===== src/rtl/wdt_pkg.sv =====
// Shared constants and types for the key-protected watchdog.
// Assumes a 32-bit bus and word registers decoded on address bits [3:2].
package wdt_pkg;
    localparam int          RELOAD_W     = 12;
    localparam logic [11:0] MODE_KEY     = 12'hABC;
    localparam logic [11:0] CTRL_KEY     = 12'h248;
    localparam logic [31:0] KICK_WORD    = 32'h0000_1999;

    typedef enum logic [1:0] {
        SLOT_MODE  = 2'd0,
        SLOT_CTRL  = 2'd1,
        SLOT_KICK  = 2'd2,
        SLOT_STAT  = 2'd3
    } wdt_slot_e;

    typedef struct packed {
        logic [1:0] len_code;
        logic       irq_on;
        logic       rst_on;
        logic       run_on;
    } wdt_mode_t;
endpackage


===== src/rtl/wdt_regs.sv =====
// Register file and bus decode for the watchdog.
// Holds the mode and counter-control fields behind their keys, turns the
// magic word into a kick strobe, and forms the read data.
// Assumes single-cycle strobes and at least a 4-bit byte address.
module wdt_regs
    import wdt_pkg::*;
#(
    parameter int ADDR_W = 4
) (
    input  logic                clk,
    input  logic                rst_n,
    input  logic                wr,
    input  logic                rd,
    input  logic [ADDR_W-1:0]   addr,
    input  logic [31:0]         wdata,
    input  logic                expired,
    output wdt_mode_t           mode,
    output logic [RELOAD_W-1:0] reload_fld,
    output logic [1:0]          div_sel,
    output logic                kick,
    output logic                run_rise,
    output logic [31:0]         rdata
);
    wdt_slot_e slot;
    logic      mode_take, ctrl_take;

    assign slot      = wdt_slot_e'(addr[3:2]);
    assign mode_take = wr && slot == SLOT_MODE && wdata[23:12] == MODE_KEY;
    assign ctrl_take = wr && slot == SLOT_CTRL && wdata[25:14] == CTRL_KEY;
    assign kick      = wr && slot == SLOT_KICK && wdata == KICK_WORD;
    assign run_rise  = mode_take && wdata[0] && !mode.run_on;

    // Keyed register updates
    always_ff @(posedge clk) begin
        if (!rst_n) begin
            mode       <= '0;
            reload_fld <= '1;
            div_sel    <= 2'd3;
        end else begin
            if (mode_take)
                mode <= '{len_code: wdata[5:4], irq_on: wdata[2],
                          rst_on: wdata[1], run_on: wdata[0]};
            if (ctrl_take) begin
                reload_fld <= wdata[13:2];
                div_sel    <= wdata[1:0];
            end
        end
    end

    // Read multiplexer, key bits always zero
    always_comb begin
        rdata = '0;
        if (rd) begin
            unique case (slot)
                SLOT_MODE: rdata[5:0]  = {mode.len_code, 1'b0, mode.irq_on,
                                          mode.rst_on, mode.run_on};
                SLOT_CTRL: rdata[13:0] = {reload_fld, div_sel};
                SLOT_KICK: rdata       = '0;
                SLOT_STAT: rdata[0]    = expired;
            endcase
        end
    end

    assert_mode_key_R1: assert property (@(posedge clk) disable iff (!rst_n)
        (wr && slot == SLOT_MODE && wdata[23:12] != MODE_KEY) |=> $stable(mode));
    assert_ctrl_key_R2: assert property (@(posedge clk) disable iff (!rst_n)
        (wr && slot == SLOT_CTRL && wdata[25:14] != CTRL_KEY)
        |=> ($stable(reload_fld) && $stable(div_sel)));
endmodule


===== src/rtl/wdt_prescaler.sv =====
// Tick generator: divides the bus clock by 2^(STEP*(sel+1)).
// Restarts from zero on clear; counts only while run is high.
module wdt_prescaler #(
    parameter int STEP  = 3,
    parameter int SEL_W = 2
) (
    input  logic             clk,
    input  logic             rst_n,
    input  logic             run,
    input  logic             clear,
    input  logic [SEL_W-1:0] sel,
    output logic             tick
);
    localparam int PS_W = STEP * (2 ** SEL_W);

    logic [PS_W-1:0] ps_q, lim;

    // Terminal count mask for the selected divisor
    always_comb begin
        for (int i = 0; i < PS_W; i++)
            lim[i] = (i < STEP * (int'(sel) + 1));
    end

    assign tick = run && (ps_q >= lim);

    // Prescale counter
    always_ff @(posedge clk) begin
        if (!rst_n)      ps_q <= '0;
        else if (clear)  ps_q <= '0;
        else if (run)    ps_q <= tick ? '0 : ps_q + 1'b1;
    end

    assert_tick_wraps_R4: assert property (@(posedge clk) disable iff (!rst_n)
        tick |=> (ps_q == '0));
endmodule


===== src/rtl/wdt_counter.sv =====
// Down-counter and expiry flag.
// Loads reload_fld << SCALE_BITS, steps on tick, and sets the sticky flag
// one edge after reaching zero; the flag clears only on a kick.
module wdt_counter
    import wdt_pkg::*;
#(
    parameter int SCALE_BITS = 12
) (
    input  logic                clk,
    input  logic                rst_n,
    input  logic                enable,
    input  logic                tick,
    input  logic                reload,
    input  logic                kick,
    input  logic [RELOAD_W-1:0] reload_fld,
    output logic                expire,
    output logic                expired
);
    localparam int CNT_W = RELOAD_W + SCALE_BITS;

    logic [CNT_W-1:0] cnt_q;

    assign expire = enable && !expired && cnt_q == '0 && !reload;

    // Counter load and step
    always_ff @(posedge clk) begin
        if (!rst_n)
            cnt_q <= '0;
        else if (reload)
            cnt_q <= {reload_fld, {SCALE_BITS{1'b0}}};
        else if (enable && !expired && tick && cnt_q != '0)
            cnt_q <= cnt_q - 1'b1;
    end

    // Sticky expiry flag
    always_ff @(posedge clk) begin
        if (!rst_n)      expired <= 1'b0;
        else if (kick)   expired <= 1'b0;
        else if (expire) expired <= 1'b1;
    end

    assert_expire_at_zero_R5: assert property (@(posedge clk) disable iff (!rst_n)
        $rose(expired) |-> ($past(cnt_q) == '0));
    assert_frozen_when_off_R7: assert property (@(posedge clk) disable iff (!rst_n)
        (!enable && !reload) |=> $stable(cnt_q));
endmodule


===== src/rtl/wdt_pulse.sv =====
// Reset-pulse stretcher: on start, holds active for 2^(code+1) cycles.
module wdt_pulse #(
    parameter int CODE_W = 2
) (
    input  logic              clk,
    input  logic              rst_n,
    input  logic              start,
    input  logic [CODE_W-1:0] code,
    output logic              active
);
    localparam int LEN_W = 2 ** CODE_W + 1;

    logic [LEN_W-1:0] left_q, len;

    // Pulse length from the code
    always_comb begin
        len = '0;
        len[int'(code) + 1] = 1'b1;
    end

    // Remaining pulse cycles
    always_ff @(posedge clk) begin
        if (!rst_n)             left_q <= '0;
        else if (start)         left_q <= len;
        else if (left_q != '0)  left_q <= left_q - 1'b1;
    end

    assign active = left_q != '0;

    assert_pulse_after_expiry_R9: assert property (@(posedge clk) disable iff (!rst_n)
        $rose(active) |-> $past(start));
endmodule


===== src/rtl/key_wdt.sv =====
// Key-protected watchdog top: wires registers, prescaler, down-counter and
// reset-pulse stretcher. Assumes the bus and the timer share clk.
module key_wdt
    import wdt_pkg::*;
#(
    parameter int ADDR_W     = 4,
    parameter int SCALE_BITS = 12,
    parameter int PRE_STEP   = 3
) (
    input  logic              clk,
    input  logic              rst_n,
    input  logic              bus_wr,
    input  logic              bus_rd,
    input  logic [ADDR_W-1:0] bus_addr,
    input  logic [31:0]       bus_wdata,
    output logic [31:0]       bus_rdata,
    output logic              wdt_irq,
    output logic              wdt_rst
);
    wdt_mode_t           mode;
    logic [RELOAD_W-1:0] reload_fld;
    logic [1:0]          div_sel;
    logic                kick, run_rise, reload, tick, expire, expired;

    assign reload = kick || run_rise;

    wdt_regs #(.ADDR_W(ADDR_W)) u_regs (
        .clk(clk), .rst_n(rst_n), .wr(bus_wr), .rd(bus_rd), .addr(bus_addr),
        .wdata(bus_wdata), .expired(expired), .mode(mode),
        .reload_fld(reload_fld), .div_sel(div_sel), .kick(kick),
        .run_rise(run_rise), .rdata(bus_rdata)
    );

    wdt_prescaler #(.STEP(PRE_STEP), .SEL_W(2)) u_pre (
        .clk(clk), .rst_n(rst_n), .run(mode.run_on && !expired),
        .clear(reload), .sel(div_sel), .tick(tick)
    );

    wdt_counter #(.SCALE_BITS(SCALE_BITS)) u_cnt (
        .clk(clk), .rst_n(rst_n), .enable(mode.run_on), .tick(tick),
        .reload(reload), .kick(kick), .reload_fld(reload_fld),
        .expire(expire), .expired(expired)
    );

    wdt_pulse #(.CODE_W(2)) u_pulse (
        .clk(clk), .rst_n(rst_n), .start(expire && mode.rst_on),
        .code(mode.len_code), .active(wdt_rst)
    );

    assign wdt_irq = expired && mode.irq_on;

    assert_kick_clears_R6: assert property (@(posedge clk) disable iff (!rst_n)
        kick |=> !expired);
    assert_flag_drop_needs_kick_R8: assert property (@(posedge clk) disable iff (!rst_n)
        $fell(expired) |-> $past(kick));
endmodule


===== config.mk =====
export PLATFORM = sky130hd
export DESIGN_NAME = key_wdt
export DESIGN_NICKNAME = d
export VERILOG_FILES = /design/src/rtl/wdt_pkg.sv /design/src/rtl/wdt_regs.sv /design/src/rtl/wdt_prescaler.sv /design/src/rtl/wdt_counter.sv /design/src/rtl/wdt_pulse.sv /design/src/rtl/key_wdt.sv
export SDC_FILE = /design/constraint.sdc
export NUM_CORES = 1
export LEC_CHECK = 0
export BUFFER_PORTS_ARGS = -buffer_cell sky130_fd_sc_hd__buf_4
export CAP_MARGIN = 15
export CORE_MARGIN = 2
export CORE_UTILIZATION = 50
export DETAILED_ROUTE_END_ITERATION = 10
export GPL_TIMING_DRIVEN = 1
export PLACE_DENSITY = 0.73
export SKIP_CTS_REPAIR_TIMING = 1
export SLEW_MARGIN = 20
export SYNTH_ARGS = -nofsm -noshare
export SYNTH_HDL_FRONTEND = slang
export SYNTH_HIERARCHICAL = 1
export SYNTH_SLANG_ARGS = --single-unit

===== constraint.sdc =====
create_clock -name clk -period 4.95 [get_ports clk]
set_clock_uncertainty 0.1 [all_clocks]
set_input_delay 0.99 -clock clk [delete_from_list [all_inputs] [get_ports clk]]
set_output_delay 0.99 -clock clk [all_outputs]
set_load 0.1 [all_outputs]

# Yosys cells after proc, flatten, opt, wreduce, memory -nomap -nowiden
# Cells that the tools add are included.
# totals
ff_bits	61
inputBits	40
output_inout_bits	34
# classes
add_sub_neg	5
n_mul	1
order_cmp	15
n_eq_ne	6
mux	11
bitwise_logic	1
reduce_logical	29
# ops
op	count
< comparator 4 x 32 -> 1 bit (first input constant)	4
< comparator 5 x 32 -> 1 bit (first input constant)	4
< comparator 3 x 32 -> 1 bit (first input constant)	2
2-to-1 mux 24 bit	2
== test 32 x 13 -> 1 bit (second input constant)	1
>= comparator 32 x 1 -> 1 bit (second input constant)	1
< comparator 1 x 32 -> 1 bit (first input constant)	1
< comparator 2 x 32 -> 1 bit (first input constant)	1
< comparator 32 x 5 -> 1 bit (second input constant)	1
zero test 24 bit	1
nonzero test 24 bit	1
subtractor 24 x 1 -> 24 bit (second input constant)	1
logical AND 1 bit	17
2-to-1 mux 14 bit	1
adder 12 x 1 -> 12 bit (second input constant)	1
== test 12 x 10 -> 1 bit (second input constant)	1
== test 12 bit (second input constant)	1
>= comparator 12 bit	1
2-to-1 mux 12 bit	1
2-to-1 mux 5 bit	2
one-hot mux 5 bit (2 select lines)	1
2-to-1 mux 8 bit	1
adder 2 x 1 -> 3 bit (second input constant)	2
multiplier 2 x 3 -> 5 bit (first input constant)	1
13 further kinds	18

# Longest topological paths before layout
# depth
depth_word	10
depth_mapped	18
ltp_nobuf	17

# Cells and area by module
# The synthesis kept the hierarchy.
# by_module_without_submodules
mod	n_inst	cells_each	area_per_inst_um2	seq_area_each_um2
wdt_counter	1	158	1356.3	500.5
wdt_regs	1	149	1310.0	380.4
wdt_prescaler	1	118	1089.8	240.2
wdt_pulse	1	32	295.3	100.1
key_wdt	1	4	28.8	0.0

# Least setup slack after synthesis
# OpenSTA, ideal clock, no wires.
# synth_path
path_kind	reg2reg
start	reg u_regs.div_sel[0]
end	reg u_cnt.cnt_q[13]
arrival_time_ns	3.600
slack_ns	1.176
path_stages_with_launch	19
path_buffers	1
synth_period_minus_slack_ns	3.774
path_cell_list	dfxtp_1 inv_1 ha_1 inv_1 nor3_1 a21oi_1 nor2_1 ha_1 nand2_1 o21ai_2 a41oi_4 o21ai_4 and2_1 and3b_1 clkbuf_1 nand3_1 a21o_1 or4_1 a31oi_1
# synth_via
elab_chain_len	8
word_cells_on_any_way	19
# synth_rtl
element	line_no	rtl
start, declared	wdt_regs.sv:19	output logic [1:0] div_sel,
start signal, assigned	wdt_regs.sv:45	div_sel <= wdata[1:0];
adder 2 x 1 -> 3 bit (*)	wdt_prescaler.sv:21	lim[i] = (i < STEP * (int'(sel) + 1));
multiplier 2 x 3 -> 5 bit (*)	wdt_prescaler.sv:21	
< comparator 1 x 32 -> 1 bit (tied with other cells)	wdt_prescaler.sv:21	
>= comparator 12 bit (*)	wdt_prescaler.sv:24	assign tick = run && (ps_q >= lim);
logical AND 1 bit (*)	wdt_prescaler.sv:24	
named net tick	key_wdt.sv:23	logic kick, run_rise, reload, tick, expire, expired;
logical AND 1 bit (*) (2 in series)	wdt_counter.sv:31	else if (enable && !expired && tick && cnt_q != '0)
nonzero test 2 bit (no line) (*)	-	
end signal, assigned	wdt_counter.sv:30	cnt_q <= {reload_fld, {SCALE_BITS{1'b0}}};
end signal, assigned	wdt_counter.sv:32	cnt_q <= cnt_q - 1'b1;
end, declared	wdt_counter.sv:21	logic [CNT_W-1:0] cnt_q;
# Mark *: on every way through the listed nets, which the timed path passes. The rest lies on a longest branch.
# A chain may end at the register's enable or synchronous reset.

# Final worst setup path
# Same ends and word-level chain as after synthesis.

==> summary.txt <==
GRT
  – Via count of the first global-routing pass: about 3.1k
  – First-pass GRT wire length: around 14,000 um
  – Pin count of the biggest net entering global routing: 61
  – Initial antenna violation count: 0
  – Overflow left after global routing: 0
  – Global router's overall resource usage: approximately a fifth

Critical path
  – Start of the worst register-to-register path: u_regs/div_sel[0]$_SDFFE_PN1P_
  – Type of element launching the critical path: flop
  – Crit Path Class: flop to flop
  – Reg-to-Reg End: u_cnt/cnt_q[13]$_SDFFE_PN0P_
  – Number of cells on the worst reg-to-reg path: 17
  – Critical path data arrival time: about 4400 ps
  – R2R Setup Slk: 720 ps
  – Kind of end point of the critical path: flop
  – Required time at the worst-slack endpoint: 5100 ps
  – Biggest fanout along the worst timing path: 10

Place
  – Half-perimeter wire length after detailed placement: 6140 um
  – Final estimated routing congestion in global placement: ~0.83
  – PortBufs: 53
  – Number of instances in the placed design: between 500 and 600

STA
  – Worst hold slack after final layout: about 380 ps
  – Slew @ Worst Pin: about 800 ps
  – Max-slew violations: 0
  – Final cycle utilization of the critical path: 85.5%
  – Summed negative setup slack over all endpoints: 0 ps
  – Headroom to the max-slew limit: between 40% and 50%
  – Final setup violation count: 0
  – RSZ-0062 raised after global routing: no
  – Maximum frequency from static timing analysis: between 200 and 250 MHz
  – Crit path time final: about 4200 ps
  – Hold violation total from the final report: 0

Hold path
  – Cell count of the worst hold path: 2
  – Startpoint of the worst hold path: u_regs/mode[1]$_SDFFE_PN0P_
  – Hold-critical path endpoint: u_regs/mode[1]$_SDFFE_PN0P_
  – Class of the worst hold path: flop to flop

Pwr
  – Design internal power: between 0.0009 and 0.001 W
  – Pwr/cell area: roughly 280 mW/mm^2
  – Overall power: ~0.0013 W
  – Proportion of power drawn by the clock network: a little under two fifths
  – Sw frac: 31.6%
  – VDD IR-drop max: around 0.35 mV
  – Share of total power in sequential cells: 39.4%
  – Reported net switching power: 0.000415 W
  – Leak pwr: around 1.9 nW
  – Combinational fraction of design power: 22.8%

Yosys
  – Number of enable-type register cells in the synthesized netlist: 0
  – Count of distinct cell types in the synthesized netlist: 61
  – FFs w/ async S/R, synth: 0%
  – Proportion of synthesized chip area in sequential cells: around 30%
  – Avg Inst Size Synth: around 9 sq um
  – Gate count after technology mapping: about 460
  – Yosys Warn Count: 6
  – Cell area after technology mapping: a little over 0.004 sq mm
  – Top_reg_cell synth: sky130_fd_sc_hd__dfxtp_1
  – Post-synthesis sequential element count: 61

Cells and area
  – Final cell count without fillers: ~600
  – Final standard cell utilization of the core: 59.5%
  – Most frequent cells in the layout: sky130_fd_sc_hd__dfxtp_1, sky130_fd_sc_hd__buf_4, sky130_fd_sc_hd__nor2b_1, sky130_fd_sc_hd__nand2_1, sky130_fd_sc_hd__mux2i_1
  – Number of antenna cells inserted: 0
  – Number of nets in the final layout: about 570
  – Fraction of final layout cells sized beyond drive strength 1: between 10% and 20%
  – Most common cell after layout, fill and taps aside: sky130_fd_sc_hd__dfxtp_1
  – Area growth, synth to finish: 13.9%

Clock network
  – Clk pin slew, worst setup/hold paths: 70 ps
  – Clock Latency Late Sink: approximately 330 ps
  – Maximum root-to-sink buffer count: 2
  – Number of sinks driven by the clock tree: between 60 and 70
  – Number of H-tree branching levels: 3
  – Buffer cell driving the clock tree root: sky130_fd_sc_hd__clkbuf_8
  – TritonCTS clock tree: yes
  – Clock buffers created by TritonCTS: 9

Route
  – Ratio of routed vias to standard cells: ~5.5
  – Wire length per cell after detailed routing: 13.6 um
  – Total wire length after detailed routing: about 8300 um
  – Number of nets with antenna violations after detailed routing: 0
  – DR vias: 3,346
  – First-pass iteration count of the detailed router: 5
  – Number of remaining DRC errors: 0
  – Initial DRC Count: 157

Die
  – Initial Utilization: between 50% and 60%
  – Horizontal extent of the die: 94.3 um
  – Die Footprint: 0.00890 sq mm
  – Placeable Area: 0.00781 sq mm
  – Number of placement rows: 32
  – IO Pins: 74
  – Die Height: approximately 94 um

Status
  – Result of the run: finished clean

Run
  – Maximum Capacitance Violations: 0
## how the worst max path moves through the flow
stage	start	slack, ps	endpoint
2_1_floorplan	u_regs/div_sel[0]$_SDFFE_PN1P_	1180	u_cnt/cnt_q[13]$_SDFFE_PN0P_
3_3_place_gp	u_regs/div_sel[0]$_SDFFE_PN1P_	850	u_cnt/cnt_q[13]$_SDFFE_PN0P_
3_5_place_dp	u_regs/div_sel[0]$_SDFFE_PN1P_	740	u_cnt/cnt_q[13]$_SDFFE_PN0P_
4_1_cts	u_regs/div_sel[0]$_SDFFE_PN1P_	710	u_cnt/cnt_q[13]$_SDFFE_PN0P_
5_1_grt	u_regs/div_sel[0]$_SDFFE_PN1P_	340	u_cnt/cnt_q[13]$_SDFFE_PN0P_
6_report	u_regs/div_sel[0]$_SDFFE_PN1P_	720	u_cnt/cnt_q[13]$_SDFFE_PN0P_
## area by class of cell
class | instances | area (sq um)
Sequential cell | 61 | 1220
Fill cell | 701 | 3160
Timing Repair Buffer | 53 | 398
Multi-Input combinational cell | 361 | 2600
Clock buffer | 12 | 155
Inverter | 19 | 71.3
Clock inverter | 4 | 70.1
Tap cell | 102 | 128
## through the flow
step | area, sq um | setup WS (ps)
6_report | 4650 | 718
5_1_grt | 4650 | 344
4_1_cts | 4650 | 706
3_5_place_dp | 4420 | 744
3_3_place_gp | 4420 | 854
2_1_floorplan | 4140 | 1180
## critical path: stages, from the launching register on
cell and delay, ps:
sky130_fd_sc_hd__dfxtp_1 470, sky130_fd_sc_hd__inv_1 150, sky130_fd_sc_hd__ha_1 370, sky130_fd_sc_hd__inv_1 110
sky130_fd_sc_hd__nor3_1 60, sky130_fd_sc_hd__a21oi_1 130, sky130_fd_sc_hd__nor2_1 60, sky130_fd_sc_hd__ha_1 270
sky130_fd_sc_hd__nand2_1 60, sky130_fd_sc_hd__o21ai_2 190, sky130_fd_sc_hd__a41oi_4 190, sky130_fd_sc_hd__o21ai_4 400
sky130_fd_sc_hd__and2_1 190, sky130_fd_sc_hd__and3b_1 280, sky130_fd_sc_hd__nand3_1 280, sky130_fd_sc_hd__a21o_1 290
sky130_fd_sc_hd__or4_1 410, sky130_fd_sc_hd__a31oi_1 170
## cells in the mapped netlist, drive strengths merged (13+ instances only)
library cell   n  share of area [%]
and2          14                2.2
mux2i         26                6.4
xnor2         13                2.8
buf           25                5.0
a21oi         21                2.6
nor2          25                2.3
ha            23                7.1
a211oi        17                4.8
nand2         28                2.6
o21ai         25                3.4
inv           19                1.7
nor2b         31                4.8
dfxtp         61                 30
## registers in the layout (all words and copies together) (netlist names)
name               count
u_cnt/cnt_q           24
u_pre/ps_q            12
u_regs/reload_fld     12
u_pulse/left_q         5
u_regs/mode            5
u_regs/div_sel         2
u_cnt/expired          1
## power groups by stage
stage                     Combinational (W)  Clock (W)  Sequential, W
after global routing               0.000322   0.000532       0.000520
after detailed placement           0.000299          0       0.000529
after CTS                          0.000300   0.000512       0.000518
after global placement             0.000297          0       0.000529
final                              0.000300   0.000498       0.000518
after floorplan                    0.000249          0       0.000526
## logic make-up after synthesis
| kind of cell | Yosys count | share of synthesized area (%) |
|---|---|---|
| buffers and inverters | 56 | 7.82 |
| AOI/OAI and AO/OA | 90 | 16.6 |
| adders and majority gates | 23 | 7.05 |
| DFF | 61 | 29.9 |
| other | 1 | 0.0919 |
| xor gates and xnor gates | 22 | 4.72 |
| muxes | 26 | 6.38 |
| and+or+nand+nor | 182 | 27.4 |
## metal layers
layer	up-vias	share of wire, %	wire (um)	GRT usage (%)
met4	0	0.95	79	7.85
met5	-	0	0	0
met1	1554	49	4070	27.2
met2	82	45	3770	31.2
li1	1703	-	-	-
met3	7	4.6	384	3.51
Power figures use the tool's default switching activity.
